## src/rtl/gfx_smrs_pkg.sv

```systemverilog
package gfx_smrs_pkg;

  typedef enum logic [2:0] {
    CMD_NOP,
    CMD_ACT,
    CMD_WRITE,
    CMD_REFRESH,
    CMD_MODESET,
    CMD_OTHER
  } cmdKind_e;

  typedef struct packed {
    logic loadMask;
    logic loadColor;
  } loadStrobe_t;

  function automatic cmdKind_e decodeCmd(input logic csN, input logic rasN,
                                         input logic casN, input logic weN);
    cmdKind_e k;
    if (csN) k = CMD_NOP;
    else begin
      case ({rasN, casN, weN})
        3'b111:  k = CMD_NOP;
        3'b011:  k = CMD_ACT;
        3'b100:  k = CMD_WRITE;
        3'b001:  k = CMD_REFRESH;
        3'b000:  k = CMD_MODESET;
        default: k = CMD_OTHER;
      endcase
    end
    return k;
  endfunction

endpackage

```

## src/rtl/gfx_cmd_ctrl.sv

```systemverilog
module gfx_cmd_ctrl
  import gfx_smrs_pkg::*;
(
  input  logic        clk,
  input  logic        rstN,
  input  logic        csN,
  input  logic        rasN,
  input  logic        casN,
  input  logic        weN,
  input  logic        dsf,
  input  logic        selMask,
  input  logic        selColor,
  output loadStrobe_t load,
  output logic        busy,
  output logic        illegal,
  output logic        actStb,
  output logic        actWpbStb,
  output logic        wrStb,
  output logic        blockWrStb,
  output logic        refStb,
  output logic        specRefStb,
  output logic        modeSetStb
);

  cmdKind_e cmd;
  logic     pendColor;
  logic     accept;
  logic     specLoad;

  always_comb begin
    cmd      = decodeCmd(csN, rasN, casN, weN);
    accept   = !pendColor;
    specLoad = accept && (cmd == CMD_MODESET) && dsf;

    load.loadMask  = specLoad && selMask;
    load.loadColor = (specLoad && selColor && !selMask) || pendColor;

    actStb     = accept && (cmd == CMD_ACT)     && !dsf;
    actWpbStb  = accept && (cmd == CMD_ACT)     &&  dsf;
    wrStb      = accept && (cmd == CMD_WRITE)   && !dsf;
    blockWrStb = accept && (cmd == CMD_WRITE)   &&  dsf;
    refStb     = accept && (cmd == CMD_REFRESH) && !dsf;
    specRefStb = accept && (cmd == CMD_REFRESH) &&  dsf;
    modeSetStb = accept && (cmd == CMD_MODESET) && !dsf;

    busy    = pendColor;
    illegal = pendColor && (cmd != CMD_NOP);
  end

  always_ff @(posedge clk or negedge rstN) begin
    if (!rstN) pendColor <= 1'b0;
    else       pendColor <= specLoad && selMask && selColor;
  end

  // busy lasts a single cycle
  p_busy_single_r4: assert property (@(posedge clk) disable iff (!rstN)
    busy |=> !busy);

  // a dual-select load opens the color data cycle
  p_dual_opens_busy_r4: assert property (@(posedge clk) disable iff (!rstN)
    (!busy && !csN && !rasN && !casN && !weN && dsf && selMask && selColor) |=> busy);

  // no command strobe while busy
  p_quiet_when_busy_r8: assert property (@(posedge clk) disable iff (!rstN)
    busy |-> !(actStb || actWpbStb || wrStb || blockWrStb || refStb || specRefStb || modeSetStb));

  // strobes are mutually exclusive
  p_strobe_onehot_r7: assert property (@(posedge clk) disable iff (!rstN)
    $onehot0({actStb, actWpbStb, wrStb, blockWrStb, refStb, specRefStb, modeSetStb}));

endmodule

```

## src/rtl/gfx_reg_dp.sv

```systemverilog
module gfx_reg_dp
  import gfx_smrs_pkg::*;
#(
  parameter int DQ_W = 32
) (
  input  logic            clk,
  input  logic            rstN,
  input  loadStrobe_t     load,
  input  logic [DQ_W-1:0] dq,
  output logic [DQ_W-1:0] maskReg,
  output logic [DQ_W-1:0] colorReg
);

  localparam logic [DQ_W-1:0] ZERO = '0;

  always_ff @(posedge clk or negedge rstN) begin
    if (!rstN) begin
      maskReg  <= ZERO;
      colorReg <= ZERO;
    end else begin
      if (load.loadMask)  maskReg  <= dq;
      if (load.loadColor) colorReg <= dq;
    end
  end

  // mask captures the data word on its load edge
  p_mask_capture_r2: assert property (@(posedge clk) disable iff (!rstN)
    load.loadMask |=> (maskReg == $past(dq)));

  // color captures the data word on its load edge
  p_color_capture_r3: assert property (@(posedge clk) disable iff (!rstN)
    load.loadColor |=> (colorReg == $past(dq)));

  // registers hold without a load strobe
  p_hold_r9: assert property (@(posedge clk) disable iff (!rstN)
    (!load.loadMask && !load.loadColor) |=> ($stable(maskReg) && $stable(colorReg)));

endmodule

```

## src/rtl/gfx_special_reg_loader.sv

```systemverilog
module gfx_special_reg_loader
  import gfx_smrs_pkg::*;
#(
  parameter int DQ_W = 32
) (
  input  logic            clk,
  input  logic            rstN,
  input  logic            csN,
  input  logic            rasN,
  input  logic            casN,
  input  logic            weN,
  input  logic            dsf,
  input  logic            selMask,
  input  logic            selColor,
  input  logic [DQ_W-1:0] dq,
  output logic [DQ_W-1:0] maskReg,
  output logic [DQ_W-1:0] colorReg,
  output logic            busy,
  output logic            illegal,
  output logic            actStb,
  output logic            actWpbStb,
  output logic            wrStb,
  output logic            blockWrStb,
  output logic            refStb,
  output logic            specRefStb,
  output logic            modeSetStb
);

  loadStrobe_t load;

  gfx_cmd_ctrl u_ctrl (
    .clk        (clk),
    .rstN       (rstN),
    .csN        (csN),
    .rasN       (rasN),
    .casN       (casN),
    .weN        (weN),
    .dsf        (dsf),
    .selMask    (selMask),
    .selColor   (selColor),
    .load       (load),
    .busy       (busy),
    .illegal    (illegal),
    .actStb     (actStb),
    .actWpbStb  (actWpbStb),
    .wrStb      (wrStb),
    .blockWrStb (blockWrStb),
    .refStb     (refStb),
    .specRefStb (specRefStb),
    .modeSetStb (modeSetStb)
  );

  gfx_reg_dp #(.DQ_W(DQ_W)) u_dp (
    .clk      (clk),
    .rstN     (rstN),
    .load     (load),
    .dq       (dq),
    .maskReg  (maskReg),
    .colorReg (colorReg)
  );

endmodule

```

## config.mk

```make
export PLATFORM = sky130hd
export DESIGN_NAME = gfx_special_reg_loader
export DESIGN_NICKNAME = d
export VERILOG_FILES = /design/src/rtl/gfx_smrs_pkg.sv /design/src/rtl/gfx_cmd_ctrl.sv /design/src/rtl/gfx_reg_dp.sv /design/src/rtl/gfx_special_reg_loader.sv
export SDC_FILE = /design/constraint.sdc
export NUM_CORES = 1
export LEC_CHECK = 0
export ABC_AREA = 1
export BUFFER_PORTS_ARGS = -buffer_cell sky130_fd_sc_hd__buf_2
export CORE_MARGIN = 8
export CORE_UTILIZATION = 30
export DETAILED_ROUTE_END_ITERATION = 10
export SKIP_CTS_REPAIR_TIMING = 1
export SYNTH_ARGS = -nofsm -noshare
export SYNTH_HDL_FRONTEND = slang
export SYNTH_SLANG_ARGS = --single-unit
```

## constraint.sdc

```tcl
create_clock -name clk -period 2.2 [get_ports clk]
set_clock_uncertainty 0.2 [all_clocks]
set_input_delay 0.22 -clock clk [delete_from_list [all_inputs] [get_ports clk]]
set_output_delay 0.22 -clock clk [all_outputs]
set_load 0.02 [all_outputs]
```

==> flow_metrics.py, run 1 <==
metrics = {
    "grt": {
        "gr-usage-all-layers": 0.1179,
        "grt_pass1_wl_um": 12100,
        "grt_overflow_total": 0,
        "antenna_found_initial": 0,
        "largest_net_degree_at_the_start_of_global_routing": 66,
        "grt_pass1_vias": 2415,
    },
    "floorplan": {
        "top_level_ports": 114,
        "die_w_um": 112.9,
        "die_area_mm2": 0.01274,
        "floorplan.initialDensity": 0.3076,
        "die_h_um": 112.9,
        "coreArea_mm2": 0.009153,
        "core.rowCount": 35,
    },
    "power_and_ir_drop": {
        "comb_power_share": 0.283,
        "clkPwrFrac": 0.296,
        "internal_power_mw": 2.492,
        "sequentialPowerShare": 0.421,
        "pwr_density_cell_mw_per_mm2": 940.6,
        "power_switching_mw": 1.276,
        "ir_worst_vdd_mv": 0.4296,
        "power.static_leakage_nw": 2.266,
        "power.total_mw": 3.769,
        "power.share.switching": 0.3387,
    },
    "worst_setup_path": {
        "critPathTopFamily": "buffers and inverters",
        "cp.arrival_ns": 1.56,
        "critical_path_required_ns": 1.78,
        "worstReg2RegStart": "u_ctrl.busy$_DFF_PN0_",
        "criticalPathCategory": "flip-flop to primary output",
        "cell_count_along_the_critical_path": 4,
        "timing.critical_path.cells": "inv_2 -> nand3b_1 -> nor2_1 -> buf_2",
        "max_stage_delay_ns": 0.45,
        "r2r_setup_slack_ns": 0.63,
        "path_max_fanout": 18,
        "worst_setup_path_end_kind": "primary output",
        "buffer_and_inverter_count_on_the_worst_path": 2,
        "cp_slowest_cell": "sky130_fd_sc_hd__dfrtp_1",
        "timing.rr.end": "u_dp.colorReg[23]$_DFFE_PN0P_",
        "timing.reg2reg.worst_path_depth": 4,
        "startpoint_class_of_the_critical_path": "flip-flop",
    },
    "cells_and_area": {
        "layout-drive-gt1-share": 0.3587,
        "antenna_cells": 0,
        "area_growth_syn_to_layout_pct": 42.31,
        "nets": 496,
        "fillers": 909,
        "final_cell_count_no_fill": 571,
        "fin_area_mm2": 0.004006,
    },
    "drt": {
        "detail_route.wl_per_cell_um": 13.48,
        "vias": 2461,
        "drt_pre_antenna_iters": 4,
        "routed_wl_um": 7695,
        "detail_route.iter0.violations": 112,
        "via_per_inst": 4.310,
        "antenna_viol_nets_final": 0,
        "drt_drc_violations_left": 0,
    },
    "synth": {
        "postSynthAreaPerCell_um2": 9.170,
        "top_cell_type_s_share_of_synthesized_area": 0.5778,
        "number_of_synthesized_register_bits": 65,
        "synth_cells": 307,
        "synth_edf_count": 0,
        "synth.most_common_cell": "sky130_fd_sc_hd__nand2_1",
        "synth-async-reset-ratio": 1.000,
        "synth_nets": 348,
        "yosys_warnings": 0,
        "synth_area_mm2": 0.002815,
        "ys_types": 20,
        "seq_area_frac_synth": 0.5778,
        "synth_top_cells_by_count": "sky130_fd_sc_hd__nand2_1, sky130_fd_sc_hd__dfrtp_1, sky130_fd_sc_hd__inv_1",
        "synth-main-ff-cell": "sky130_fd_sc_hd__dfrtp_1",
        "synth_top_cell_by_area": "sky130_fd_sc_hd__dfrtp_1",
        "synth.top_cells.by_area": "sky130_fd_sc_hd__dfrtp_1, sky130_fd_sc_hd__nand2_1, sky130_fd_sc_hd__o21ai_2",
    },
    "clocking": {
        "max-clock-path-buffers": 2,
        "h-tree-depth": 3,
        "worst_setup_hold_path_clk_slew_ns": 0.08,
        "tritoncts": "built",
        "clk-insertion-delay-late_ns": 0.33,
        "clock_sinks": 65,
        "tritoncts_buffers": 9,
        "cts_root_buf": "sky130_fd_sc_hd__clkbuf_8",
    },
    "timing": {
        "max-slew-margin-rel": 0.6954,
        "timing.final.max_slew_violations": 0,
        "fmax_mhz": 505.9,
        "min_period_over_period": 0.8986,
        "worst_slew_pin_slew_ns": 0.4569,
        "setup_repair_after_global_routing_missed_its_margin": "no",
        "final_hold_viol_count": 0,
        "worst_slack_ns": 0.2231,
        "final-setup-viol-count": 0,
        "timing.setup.tns_ns": 0,
        "timing.final.crit_period_ns": 1.977,
    },
    "place": {
        "dp_hpwl_um": 5416,
        "placedCellCount": 521,
        "dp_worst_setup_slack_ns": 0.5556,
        "gpl.final_weighted_congestion": 0.7061,
        "port_buffers": 113,
        "postPlaceCellArea_mm2": 0.003446,
    },
    "status": {
        "status": "finished, final reports clean",
    },
    "flow_run": {
        "maxCapViolCount": 0,
    },
    "min_path": {
        "holdCritPathClass": "primary input to async pin",
    },
}
power groups by stage:
stage,Combinational [mW],Sequential (mW),Clock (mW)
after floorplan,0.288,1.92,0
final,1.07,1.59,1.12
after global placement,1.02,1.60,0
after global routing,1.17,1.62,1.20
after CTS,1.04,1.59,1.16
after detailed placement,1.04,1.61,0
how the worst max path moves through the flow:
stage                     startpoint    endpoint  slack, ns
2_1_floorplan  u_ctrl.busy$_DFF_PN0_  blockWrStb       0.72
3_3_place_gp                     weN  blockWrStb       0.58
3_5_place_dp                     weN      refStb       0.56
4_1_cts        u_ctrl.busy$_DFF_PN0_      refStb       0.19
5_1_grt        u_ctrl.busy$_DFF_PN0_      refStb       0.12
6_report       u_ctrl.busy$_DFF_PN0_      refStb       0.22
worst register-to-register path, delay by kind of cell (launching register included):
kind	cells	cell delay, ns
buf+inv	1	0.31
flops	1	0.45
simple gates	3	0.50
routing by layer:
metal / GRT usage / wire (um)
met1: 0.1354 / 3332
met2: 0.1848 / 3564
met3: 0.05857 / 698
met4: 0.04529 / 99
met5: 0 / 0
flip-flops by register name (all words and copies together) (netlist names):
register	flops
u_dp.colorReg	32
u_dp.maskReg	32
u_ctrl.busy	1
placed cells by master, fill, tap and decap left out:
master                            n
sky130_fd_sc_hd__nor2_1           9
sky130_fd_sc_hd__nor3_1           3
sky130_fd_sc_hd__o211ai_1         1
sky130_fd_sc_hd__nand3_2          2
sky130_fd_sc_hd__buf_2          113
sky130_fd_sc_hd__clkinv_4         2
sky130_fd_sc_hd__clkbuf_1         1
sky130_fd_sc_hd__clkbuf_8         9
sky130_fd_sc_hd__nand3_1         34
sky130_fd_sc_hd__inv_1           37
sky130_fd_sc_hd__nand4_2          1
sky130_fd_sc_hd__nand2_1         99
sky130_fd_sc_hd__bufinv_16        2
sky130_fd_sc_hd__dlygate4sd3_1   34
sky130_fd_sc_hd__clkinvlp_4       2
sky130_fd_sc_hd__buf_4            5
sky130_fd_sc_hd__inv_2            4
sky130_fd_sc_hd__buf_12           1
sky130_fd_sc_hd__dfrtp_1         65
sky130_fd_sc_hd__nand3b_1         1
sky130_fd_sc_hd__nand2_4          1
sky130_fd_sc_hd__nor2_2           1
sky130_fd_sc_hd__o21ai_1         10
sky130_fd_sc_hd__o21ai_0          1
sky130_fd_sc_hd__o21ai_2         22
layout make-up:
cell class / instances / area, um2 / area share
sequential: 65 / 1627 / 0.4060
inverter: 41 / 153.9 / 0.03841
timing repair buffer: 153 / 963.4 / 0.2405
tap: 111 / 138.9 / 0.03467
clock inverter: 6 / 92.59 / 0.02311
multi-input combinational: 185 / 903.4 / 0.2255
clock buffer: 10 / 127.6 / 0.03186
metrics by stage:
step             util  hold slack [ns]
2_1_floorplan       -          -0.2756
3_3_place_gp   0.3765          0.07019
3_5_place_dp   0.3765          0.06579
4_1_cts        0.4005          -0.3173
5_1_grt        0.4377           0.2856
6_report       0.4377           0.2441
kinds of logic after synthesis:
| family | count (synthesis) | share of synthesized area |
|---|---|---|
| buffers and inverters | 57 | 0.1013 |
| flip-flops | 65 | 0.5778 |
| AND/OR/NAND/NOR | 151 | 0.2302 |
| AO/OA/AOI/OAI | 34 | 0.09066 |
Power figures use the tool's default switching activity.
==> run 2: changes to the inputs <==
--- a/config.mk
+++ b/config.mk
@@ -8,8 +8,9 @@
 export ABC_AREA = 1
 export BUFFER_PORTS_ARGS = -buffer_cell sky130_fd_sc_hd__buf_2
 export CORE_MARGIN = 8
-export CORE_UTILIZATION = 30
+export CORE_UTILIZATION = 52
 export DETAILED_ROUTE_END_ITERATION = 10
+export PLACE_DENSITY = 0.85
 export SKIP_CTS_REPAIR_TIMING = 1
 export SYNTH_ARGS = -nofsm -noshare
 export SYNTH_HDL_FRONTEND = slang
==> run 2 against run 1 <==
  * Sequential share of layout area rose by 0.37 points
  * Clock power barely moved
  * Setup slack gained 0.29 ns
  * Sequential cell count stayed put
  * Global-route usage increased by 6.9 points
  * Total power rose by 1.3%
  * Via count grew 5.3%
  * Core utilization up 33 points
  * Critical endpoint is now wrStb
  * Register-to-register slack hardly changed
  * Fmax rose by 17%
  * Sequential power is essentially flat
  * Critical path depth stayed put
==> flow_metrics.py, run 2 (synthesized netlist as in run 1, its figures left out) <==
metrics = {
    "cells_and_area": {
        "layout_common_cells": "sky130_fd_sc_hd__buf_2, sky130_fd_sc_hd__nand2_1, sky130_fd_sc_hd__dfrtp_1",
        "layout.cells.most_common": "sky130_fd_sc_hd__buf_2",
        "nets": 497,
        "area_growth_syn_to_layout_pct": 41.02,
        "antenna_cells": 0,
        "layout-drive-gt1-share": 0.3623,
        "fin_area_mm2": 0.003970,
    },
    "floorplan": {
        "core.rowCount": 26,
        "die_area_mm2": 0.008025,
        "top_level_ports": 114,
        "floorplan.initialDensity": 0.5443,
        "die_w_um": 89.58,
        "die_h_um": 89.58,
        "coreArea_mm2": 0.005172,
    },
    "power_and_ir_drop": {
        "ir_worst_vdd_mv": 0.7809,
        "power.static_leakage_nw": 2.280,
        "pwr_density_cell_mw_per_mm2": 961.4,
    },
    "clocking": {
        "h-tree-depth": 3,
        "max-clock-path-buffers": 2,
        "clk-insertion-delay-late_ns": 0.32,
        "clock_sinks": 65,
        "tritoncts": "built",
        "tritoncts_buffers": 9,
        "cts_root_buf": "sky130_fd_sc_hd__clkbuf_8",
        "worst_setup_hold_path_clk_slew_ns": 0.07,
    },
    "timing": {
        "min_period_over_period": 0.7654,
        "timing.final.crit_period_ns": 1.684,
        "worst_slew_pin_slew_ns": 0.4392,
        "worst_slack_ns": 0.5160,
        "fmax_mhz": 593.8,
        "timing.final.max_slew_violations": 0,
        "final_hold_viol_count": 0,
        "final-setup-viol-count": 0,
        "timing.setup.tns_ns": 0,
        "max-slew-margin-rel": 0.7072,
        "setup_repair_after_global_routing_missed_its_margin": "no",
    },
    "drt": {
        "drt_pre_antenna_iters": 4,
        "antenna_viol_nets_final": 0,
        "drt_drc_violations_left": 0,
        "via_per_inst": 4.881,
        "vias": 2592,
        "detail_route.iter0.violations": 133,
        "routed_wl_um": 7761,
        "detail_route.wl_per_cell_um": 14.62,
    },
    "place": {
        "dp_hpwl_um": 5125,
        "port_buffers": 113,
        "gpl.final_weighted_congestion": 0.7438,
        "postPlaceCellArea_mm2": 0.003402,
        "dp_worst_setup_slack_ns": 0.5919,
    },
    "worst_setup_path": {
        "timing.reg2reg.worst_path_depth": 5,
        "critical_path_required_ns": 1.78,
        "startpoint_class_of_the_critical_path": "flip-flop",
        "worst_setup_path_end_kind": "primary output",
        "path_max_fanout": 6,
        "criticalPathCategory": "flip-flop to primary output",
        "cp.arrival_ns": 1.26,
    },
    "grt": {
        "largest_net_degree_at_the_start_of_global_routing": 66,
        "grt_pass1_wl_um": 11510,
        "antenna_found_initial": 0,
        "grt_pass1_vias": 2468,
        "gr-usage-all-layers": 0.1872,
        "grt_overflow_total": 0,
    },
    "status": {
        "status": "finished, final reports clean",
    },
    "flow_run": {
        "maxCapViolCount": 0,
    },
    "min_path": {
        "holdCritPathClass": "primary input to async pin",
    },
}
==> run 2: changes by cell type in the layout (fill, tap and decap cells not counted), sizes merged <==
cell,delta
inv,+1
buf,+1
clkinvlp,-1
==> run 2: area by class of cell <==
| type | instances | area (um2) |
|---|---|---|
| Clock buffer | 10 | 137.6 |
| Clock inverter | 6 | 90.09 |
| Fill cell | 369 | 1202 |
| Inverter | 41 | 153.9 |
| Multi-Input combinational cell | 185 | 903.4 |
| Sequential cell | 65 | 1627 |
| Tap cell | 70 | 87.58 |
| Timing Repair Buffer | 154 | 970.9 |
==> run 2: report_power, final <==
group          leakage, nW  switching (mW)  internal (mW)
clock network        0.113           0.463          0.673
logic                 1.35           0.684          0.402
registers            0.819           0.145           1.45
==> run 2: worst paths after layout <==
kind	from	to	slack [ns]
min in group clk	selMask	u_ctrl.busy$_DFF_PN0_	0.26
setup reg to reg	u_ctrl.busy$_DFF_PN0_	u_dp.colorReg[26]$_DFFE_PN0P_	0.64
hold reg to reg	u_dp.maskReg[29]$_DFFE_PN0P_	u_dp.maskReg[29]$_DFFE_PN0P_	0.28
max in group asynchronous	rstN	u_dp.maskReg[12]$_DFFE_PN0P_	1.30
setup / recovery	u_ctrl.busy$_DFF_PN0_	wrStb	0.52
hold / removal	rstN	u_dp.maskReg[29]$_DFFE_PN0P_	0.23
==> run 2: critical path: stages (launching register included) <==
cell                      delay, ns
sky130_fd_sc_hd__dfrtp_1       0.45
sky130_fd_sc_hd__inv_2         0.12
sky130_fd_sc_hd__nand3_1       0.10
sky130_fd_sc_hd__nor2_1        0.10
sky130_fd_sc_hd__buf_2         0.17
==> run 2: routing by layer <==
| layer | track usage | part of all wire | up-vias |
|---|---|---|---|
| li1 | - | - | 1252 |
| met1 | 0.2165 | 0.40 | 1231 |
| met2 | 0.3068 | 0.51 | 98 |
| met3 | 0.05551 | 0.082 | 11 |
| met4 | 0.09819 | 0.016 | 0 |
| met5 | 0 | 0 | - |
==> run 2: through the flow <==
stage / util / power, mW / instances / hold slack (ns)
2_1_floorplan: - / 2.210 / 307 / -0.2756
3_3_place_gp: 0.6577 / 2.605 / 481 / 0.06258
3_5_place_dp: 0.6577 / 2.643 / 481 / 0.06160
4_1_cts: 0.7017 / 3.788 / 497 / -0.2978
5_1_grt: 0.7675 / 4.015 / 531 / 0.2682
6_report: 0.7675 / 3.817 / 531 / 0.2325
